===== src/rtl/pmc_pkg.sv =====
package pmc_pkg;
  typedef enum logic [2:0] {
    MD_INIT     = 3'd0,
    MD_NORMAL   = 3'd1,
    MD_STOP     = 3'd2,
    MD_SLEEP    = 3'd3,
    MD_FLASH    = 3'd4,
    MD_RESTART  = 3'd5,
    MD_FAILSAFE = 3'd6
  } mode_e;

  typedef enum logic [2:0] {
    CS_NONE  = 3'd0,
    CS_SPI   = 3'd1,
    CS_WDTO  = 3'd2,
    CS_WDWIN = 3'd3,
    CS_UV    = 3'd4,
    CS_WAKE  = 3'd5,
    CS_INIT  = 3'd6,
    CS_FSREC = 3'd7
  } cause_e;
endpackage


===== src/rtl/pmc_countdown.sv =====
module pmc_countdown #(
  parameter int W = 8
) (
  input  logic         clk,
  input  logic         rst_n,
  input  logic         load,
  input  logic [W-1:0] load_val,
  output logic [W-1:0] count_q
);
  always_ff @(posedge clk or negedge rst_n) begin
    if (!rst_n)              count_q <= '0;
    else if (load)           count_q <= load_val;
    else if (count_q != '0)  count_q <= count_q - 1'b1;
  end
endmodule


===== src/rtl/pmc_cause_latch.sv =====
module pmc_cause_latch
  import pmc_pkg::*;
(
  input  logic   clk,
  input  logic   rst_n,
  input  logic   load,
  input  cause_e cause_in,
  input  logic   clear,
  output cause_e cause_q
);
  // A new cause wins over a simultaneous read so no event is lost
  always_ff @(posedge clk or negedge rst_n) begin
    if (!rst_n)     cause_q <= CS_NONE;
    else if (load)  cause_q <= cause_in;
    else if (clear) cause_q <= CS_NONE;
  end
endmodule


===== src/rtl/pmc_mode_fsm.sv =====
module pmc_mode_fsm
  import pmc_pkg::*;
(
  input  logic       clk,
  input  logic       rst_n,
  input  logic       cmd_valid,
  input  logic [2:0] cmd_mode,
  input  logic       wd_timeout,
  input  logic       wd_win_fail,
  input  logic       vcc_uv,
  input  logic       wake_evt,
  input  logic       cool_evt,
  input  logic       therm_sd,
  input  logic       dly_done,
  output mode_e      mode_q,
  output logic       go_restart,
  output cause_e     cause_new,
  output logic       flash_entry
);
  mode_e  nxt;
  cause_e flt;

  function automatic logic cmd_is(input logic v, input logic [2:0] c, input mode_e m);
    return v && (c == m);
  endfunction

  always_comb begin
    if (vcc_uv)           flt = CS_UV;
    else if (wd_timeout)  flt = CS_WDTO;
    else if (wd_win_fail) flt = CS_WDWIN;
    else                  flt = CS_NONE;
  end

  always_comb begin
    nxt         = mode_q;
    go_restart  = 1'b0;
    cause_new   = CS_NONE;
    flash_entry = 1'b0;
    unique case (mode_q)
      MD_INIT: begin
        if (vcc_uv) begin
          go_restart = 1'b1; cause_new = CS_UV;
        end else if (wd_timeout) begin
          go_restart = 1'b1; cause_new = CS_INIT;
        end else if (cmd_is(cmd_valid, cmd_mode, MD_NORMAL)) nxt = MD_NORMAL;
      end
      MD_NORMAL: begin
        if (flt != CS_NONE) begin
          go_restart = 1'b1; cause_new = flt;
        end else if (cmd_is(cmd_valid, cmd_mode, MD_RESTART)) begin
          go_restart = 1'b1; cause_new = CS_SPI;
        end else if (cmd_is(cmd_valid, cmd_mode, MD_STOP))  nxt = MD_STOP;
        else if (cmd_is(cmd_valid, cmd_mode, MD_SLEEP))     nxt = MD_SLEEP;
        else if (cmd_is(cmd_valid, cmd_mode, MD_FLASH)) begin
          nxt = MD_FLASH; flash_entry = 1'b1;
        end
      end
      MD_STOP: begin
        if (flt != CS_NONE) begin
          go_restart = 1'b1; cause_new = flt;
        end else if (cmd_is(cmd_valid, cmd_mode, MD_NORMAL)) nxt = MD_NORMAL;
      end
      MD_FLASH: begin
        if (flt != CS_NONE) begin
          go_restart = 1'b1; cause_new = flt;
        end else if (cmd_is(cmd_valid, cmd_mode, MD_RESTART)) begin
          go_restart = 1'b1; cause_new = CS_SPI;
        end
      end
      MD_SLEEP: begin
        if (wake_evt) begin
          go_restart = 1'b1; cause_new = CS_WAKE;
        end
      end
      MD_RESTART: begin
        if (dly_done) nxt = MD_NORMAL;
      end
      MD_FAILSAFE: begin
        if (wake_evt || cool_evt) begin
          go_restart = 1'b1; cause_new = CS_FSREC;
        end
      end
      default: nxt = MD_INIT;
    endcase
    if (go_restart) nxt = MD_RESTART;
    // Thermal shutdown overrides every other event
    if (therm_sd && mode_q != MD_FAILSAFE) begin
      nxt         = MD_FAILSAFE;
      go_restart  = 1'b0;
      flash_entry = 1'b0;
    end
  end

  always_ff @(posedge clk or negedge rst_n) begin
    if (!rst_n) mode_q <= MD_INIT;
    else        mode_q <= nxt;
  end
endmodule


===== src/rtl/pwr_mode_ctrl.sv =====
module pwr_mode_ctrl
  import pmc_pkg::*;
#(
  parameter int SHORT_DLY     = 2048,
  parameter int LONG_DLY      = 16384,
  parameter int FLASH_RST_CYC = 16
) (
  input  logic       clk,
  input  logic       rst_n,
  input  logic       cmd_valid,
  input  logic [2:0] cmd_mode,
  input  logic       wd_timeout,
  input  logic       wd_win_fail,
  input  logic       vcc_uv,
  input  logic       wake_evt,
  input  logic       cool_evt,
  input  logic       therm_sd,
  input  logic       dly_long,
  input  logic       limp_set,
  input  logic       limp_clr,
  input  logic       stat_rd,
  output logic       rst_out_n,
  output logic       limp_out_n,
  output logic       wd_cfg_freeze,
  output logic       lin_slope_en,
  output logic       can_en,
  output logic       lin_en,
  output logic       irq_pulse,
  output logic       wake_seen,
  output logic [2:0] restart_cause,
  output logic [2:0] mode_out
);
  localparam int MAXD = (LONG_DLY > SHORT_DLY) ? LONG_DLY : SHORT_DLY;
  localparam int CW   = $clog2(MAXD + 1);
  localparam int PW   = $clog2(FLASH_RST_CYC + 1);

  mode_e          mode_q;
  logic           go_restart, flash_entry;
  cause_e         cause_new, cause_q;
  logic [CW-1:0]  dly_cnt;
  logic [PW-1:0]  pls_cnt;
  logic           limp_q, irq_q, wake_q;

  pmc_mode_fsm u_fsm (
    .clk(clk), .rst_n(rst_n),
    .cmd_valid(cmd_valid), .cmd_mode(cmd_mode),
    .wd_timeout(wd_timeout), .wd_win_fail(wd_win_fail),
    .vcc_uv(vcc_uv), .wake_evt(wake_evt), .cool_evt(cool_evt),
    .therm_sd(therm_sd), .dly_done(dly_cnt == CW'(1)),
    .mode_q(mode_q), .go_restart(go_restart),
    .cause_new(cause_new), .flash_entry(flash_entry)
  );

  pmc_countdown #(.W(CW)) u_dly (
    .clk(clk), .rst_n(rst_n), .load(go_restart),
    .load_val(dly_long ? CW'(LONG_DLY) : CW'(SHORT_DLY)),
    .count_q(dly_cnt)
  );

  pmc_countdown #(.W(PW)) u_pls (
    .clk(clk), .rst_n(rst_n), .load(flash_entry),
    .load_val(PW'(FLASH_RST_CYC)), .count_q(pls_cnt)
  );

  pmc_cause_latch u_cause (
    .clk(clk), .rst_n(rst_n), .load(go_restart), .cause_in(cause_new),
    .clear(stat_rd), .cause_q(cause_q)
  );

  always_ff @(posedge clk or negedge rst_n) begin
    if (!rst_n) begin
      limp_q <= 1'b0;
      irq_q  <= 1'b0;
      wake_q <= 1'b0;
    end else begin
      if (limp_set && (mode_q == MD_NORMAL || mode_q == MD_FLASH)) limp_q <= 1'b1;
      else if (limp_clr && mode_q == MD_NORMAL)                    limp_q <= 1'b0;
      irq_q <= wake_evt && (mode_q == MD_STOP);
      if (wake_evt && (mode_q == MD_STOP || mode_q == MD_SLEEP)) wake_q <= 1'b1;
      else if (stat_rd)                                          wake_q <= 1'b0;
    end
  end

  assign rst_out_n     = !(mode_q == MD_RESTART || mode_q == MD_FAILSAFE || pls_cnt != '0);
  assign limp_out_n    = !limp_q;
  assign wd_cfg_freeze = (mode_q == MD_FLASH);
  assign lin_slope_en  = (mode_q != MD_FLASH);
  assign can_en        = (mode_q == MD_NORMAL || mode_q == MD_FLASH);
  assign lin_en        = can_en;
  assign irq_pulse     = irq_q;
  assign wake_seen     = wake_q;
  assign restart_cause = cause_q;
  assign mode_out      = mode_q;
endmodule


===== config.mk =====
export PLATFORM = sky130hd
export DESIGN_NAME = pwr_mode_ctrl
export DESIGN_NICKNAME = d
export VERILOG_FILES = /design/src/rtl/pmc_pkg.sv /design/src/rtl/pmc_countdown.sv /design/src/rtl/pmc_cause_latch.sv /design/src/rtl/pmc_mode_fsm.sv /design/src/rtl/pwr_mode_ctrl.sv
export SDC_FILE = /design/constraint.sdc
export NUM_CORES = 1
export LEC_CHECK = 0
export ABC_CLOCK_PERIOD_IN_PS = 3400
export BUFFER_PORTS_ARGS = -buffer_cell sky130_fd_sc_hd__buf_2
export CORE_ASPECT_RATIO = 0.8
export CORE_MARGIN = 2
export CORE_UTILIZATION = 29
export DETAILED_ROUTE_END_ITERATION = 10
export HOLD_SLACK_MARGIN = 0.03
export SYNTH_ARGS = -nofsm -noshare
export SYNTH_HDL_FRONTEND = slang
export SYNTH_SLANG_ARGS = --single-unit

===== constraint.sdc =====
create_clock -name clk -period 3.4 [get_ports clk]
set_input_delay 0.85 -clock clk [delete_from_list [all_inputs] [get_ports clk]]
set_output_delay 0.85 -clock clk [all_outputs]
set_load 0.01 [all_outputs]

==> metrics <==
Worst Clk Skew 0.007566 ns; slowest stage cell on the critical path dfrtp_1; cts bufs inserted 5; num rows 26; GRT Resource Usage Total 0.1219; post-synth cell types 56; Largest stage delay, worst path 0.69 ns; final global-route overflow total 0; Core Util, Final 0.3450; worst-path fanout max 17; PwrDens 899.0 nW/um^2; die outline height 75.96 um; Worst-Skew Late Latency 0.28 ns; complex-gate fraction of the synthesized area 0.1713; Min-Delay Path Class flip-flop to flip-flop; Async SR Flop Fraction 1.000; largest net degree at the start of global routing 30; DIE AREA 7135 sq um; period utilization 0.7229; synthesis-stage register bit count 29; footprint of the multi-input gates 1059 sq um; RSZ-0062 raised after global routing false; drc violations 0; Net Count, Synth 231; commonest register cell after synthesis dfrtp_1; most frequent cells in the layout buf_2 (29), dfrtp_1 (29), nor2_1 (28); CP delay by family, top flip-flops; Psw roughly 0.00087 W; initial antenna violation count 0; Synth Cell Area around 1900 sq um; Slew Limit Headroom 0.5716; CP cell instances nand2b_1 -> nand2_1 -> a21oi_1 -> buf_2; setup violators final 0; largest family of logic cells by synthesized area simple AND/OR/NAND/NOR gates; Peak VDD IR 0.3205 mV; Area contributors post-synth dfrtp_1 (39%), nor2_1 (5.6%), xor2_1 (4.2%); I/O pin count 30; outcome complete, no violations; Post-Synth Adder-Cell Area 0.02667; Sum Neg Setup Slack 0 ns; Layout Area Growth over Synthesis 16.00%; register area around 730 sq um; Die W 93.94 um; kind of critical path flip-flop to output port; simple-gate share of the synthesized area 0.2667; FMAX 406.9 MHz; number of fill cells 691; CTS sink cnt 29; post-detail-place hpwl 3.006 mm; H-tree depth 2; Clock power frac 0.140; Crit. End Element output port; vias 1592; Gate Count Post-Synth approximately 210; Max-cap violations 0; Syn Area/Cell 8.895 sq um; layout cells sized above 1 0.1909; violation count after the first detailed-route iteration 57; final hold violations 0; WP data arrival between 1.5 and 2 ns; Wirelength per Cell 12.53 um; Via-to-Cell Ratio between 4 and 5; Routed Wire Length about 4.1 mm; # hold bufs at CTS 0; post-route antenna net violation count 0; post-synthesis sequential area ratio 0.3867; Slew @ Worst Pin between 0.6 and 0.7 ns; buffer depth of the longest clock path 2; # diodes 0; sequential power share 0.330; setup bufs post-CTS 0; max-slew violations 0; clock slew at reported path FFs 0.06 ns; clk root buf clkbuf_8; internal power ~0.0011 W; EDFF count, synth 0; Synth top area share 0.3867; Worst setup SP type flip-flop; starting density of the core 0.2974; RD Place Congestion between 0.8 and 0.9; power share of the combinational group 0.530; first-pass GRT wire length 6.982 mm; Resized cells post-CTS 0; TritonRoute pass-1 iters 4; mux contribution to synthesized area 0.03400; Yosys top cell by area dfrtp_1; warnings from Yosys 0; Buf/Inv on CP 1; CTS tree done; Leak Pwr 0.9903 nW; Post-layout nets 260; switching share of power 0.4435; Worst EP required 2.55 ns; Std-Cell Core Area 6311 sq um; number of global-route vias before repair 1482; post-layout min period 2.458 ns; IO buf count 29; xor and xnor area share after synthesis 0.06533
## kinds of logic (layout without fill, tap and decap cells)
family | Yosys count | after routing
AND/OR/NAND/NOR | 93 | 93
AO/OA/AOI/OAI | 45 | 45
flip-flops | 29 | 29
buffers and inverters | 20 | 50
XOR/XNOR | 14 | 14
multiplexers | 6 | 6
adder cells (fa/ha/maj) | 4 | 4
## Yosys cell counts, types with 2 or more instances
master / count
ha_1: 4
nor4_1: 5
mux2i_1: 3
nand3b_1: 4
nand2_1: 14
o21ai_1: 3
or3_1: 6
nor2b_1: 3
buf_2: 5
nand2b_1: 5
xor2_1: 9
o21ai_0: 5
o31ai_1: 2
dfrtp_1: 29
o2111ai_1: 2
and3b_1: 2
mux2_1: 2
nor3_1: 10
o211ai_1: 6
nor2_1: 28
a211oi_2: 2
nand4b_1: 2
a21oi_1: 10
nor3b_1: 2
inv_1: 10
xnor2_1: 5
nand4_1: 2
o31a_1: 2
clkbuf_1: 2
## routing by layer
layer | track usage | up-vias | share of wire
met3 | 0.03380 | 5 | 0.046
li1 | - | 810 | -
met5 | 0 | - | 0
met1 | 0.1750 | 741 | 0.52
met2 | 0.1793 | 36 | 0.42
met4 | 0.03478 | 0 | 0.0096
## sequential cells by signal, summed over array words and instances (netlist names)
| register | cells |
|---|---|
| u_pls.count_q | 5 |
| irq_pulse | 1 |
| wake_seen | 1 |
| u_fsm.mode_q | 3 |
| u_dly.count_q | 15 |
| u_cause.cause_q | 3 |
| limp_q | 1 |
## power groups by stage
stage                     registers, W  clock network, W  logic, W
final                         0.000647          0.000273   0.00104
after global routing          0.000672          0.000298   0.00118
after CTS                     0.000647          0.000283   0.00106
after detailed placement      0.000652                 0   0.00105
after global placement        0.000650                 0   0.00104
after floorplan               0.000604                 0  0.000845
## per-stage QoR
stage	cells	cell area [sq um]	hold WS, ns	power (W)	setup slack (ns)
global placement	317	2095	0.4995	0.001687	0.9872
floorplan	211	1877	0.4817	0.001449	1.245
CTS	325	2177	0.5154	0.001985	0.9011
detailed placement	317	2095	0.4998	0.001698	0.9520
finish	325	2177	0.5113	0.001957	0.9422
global route	325	2177	0.5370	0.002151	0.7946
## final timing paths
path | start | end | slack (ns) | depth (start not counted)
worst max-delay path | u_fsm.mode_q[0]$_DFFE_PN0P_ | rst_out_n | 0.94 | 4
worst min-delay path | wake_seen$_DFFE_PN0P_ | wake_seen$_DFFE_PN0P_ | 0.51 | 1
worst max register to register | u_fsm.mode_q[0]$_DFFE_PN0P_ | u_cause.cause_q[2]$_DFFE_PN0P_ | 1.08 | 6
worst min register to register | wake_seen$_DFFE_PN0P_ | wake_seen$_DFFE_PN0P_ | 0.51 | 1
max in group asynchronous | rst_n | u_dly.count_q[12]$_DFFE_PN0P_ | 2.39 | 1
min in group asynchronous | rst_n | u_cause.cause_q[1]$_DFFE_PN0P_ | 0.59 | 1
## final cells by class
type	instances	area share
Multi-Input combinational cell	162	0.4862
Sequential cell	29	0.3333
Timing Repair Buffer	32	0.07701
Tap cell	84	0.04828
Clock buffer	6	0.03333
Inverter	10	0.01724
Clock inverter	2	0.004598
No activity file was read; power rests on OpenSTA's default activity.
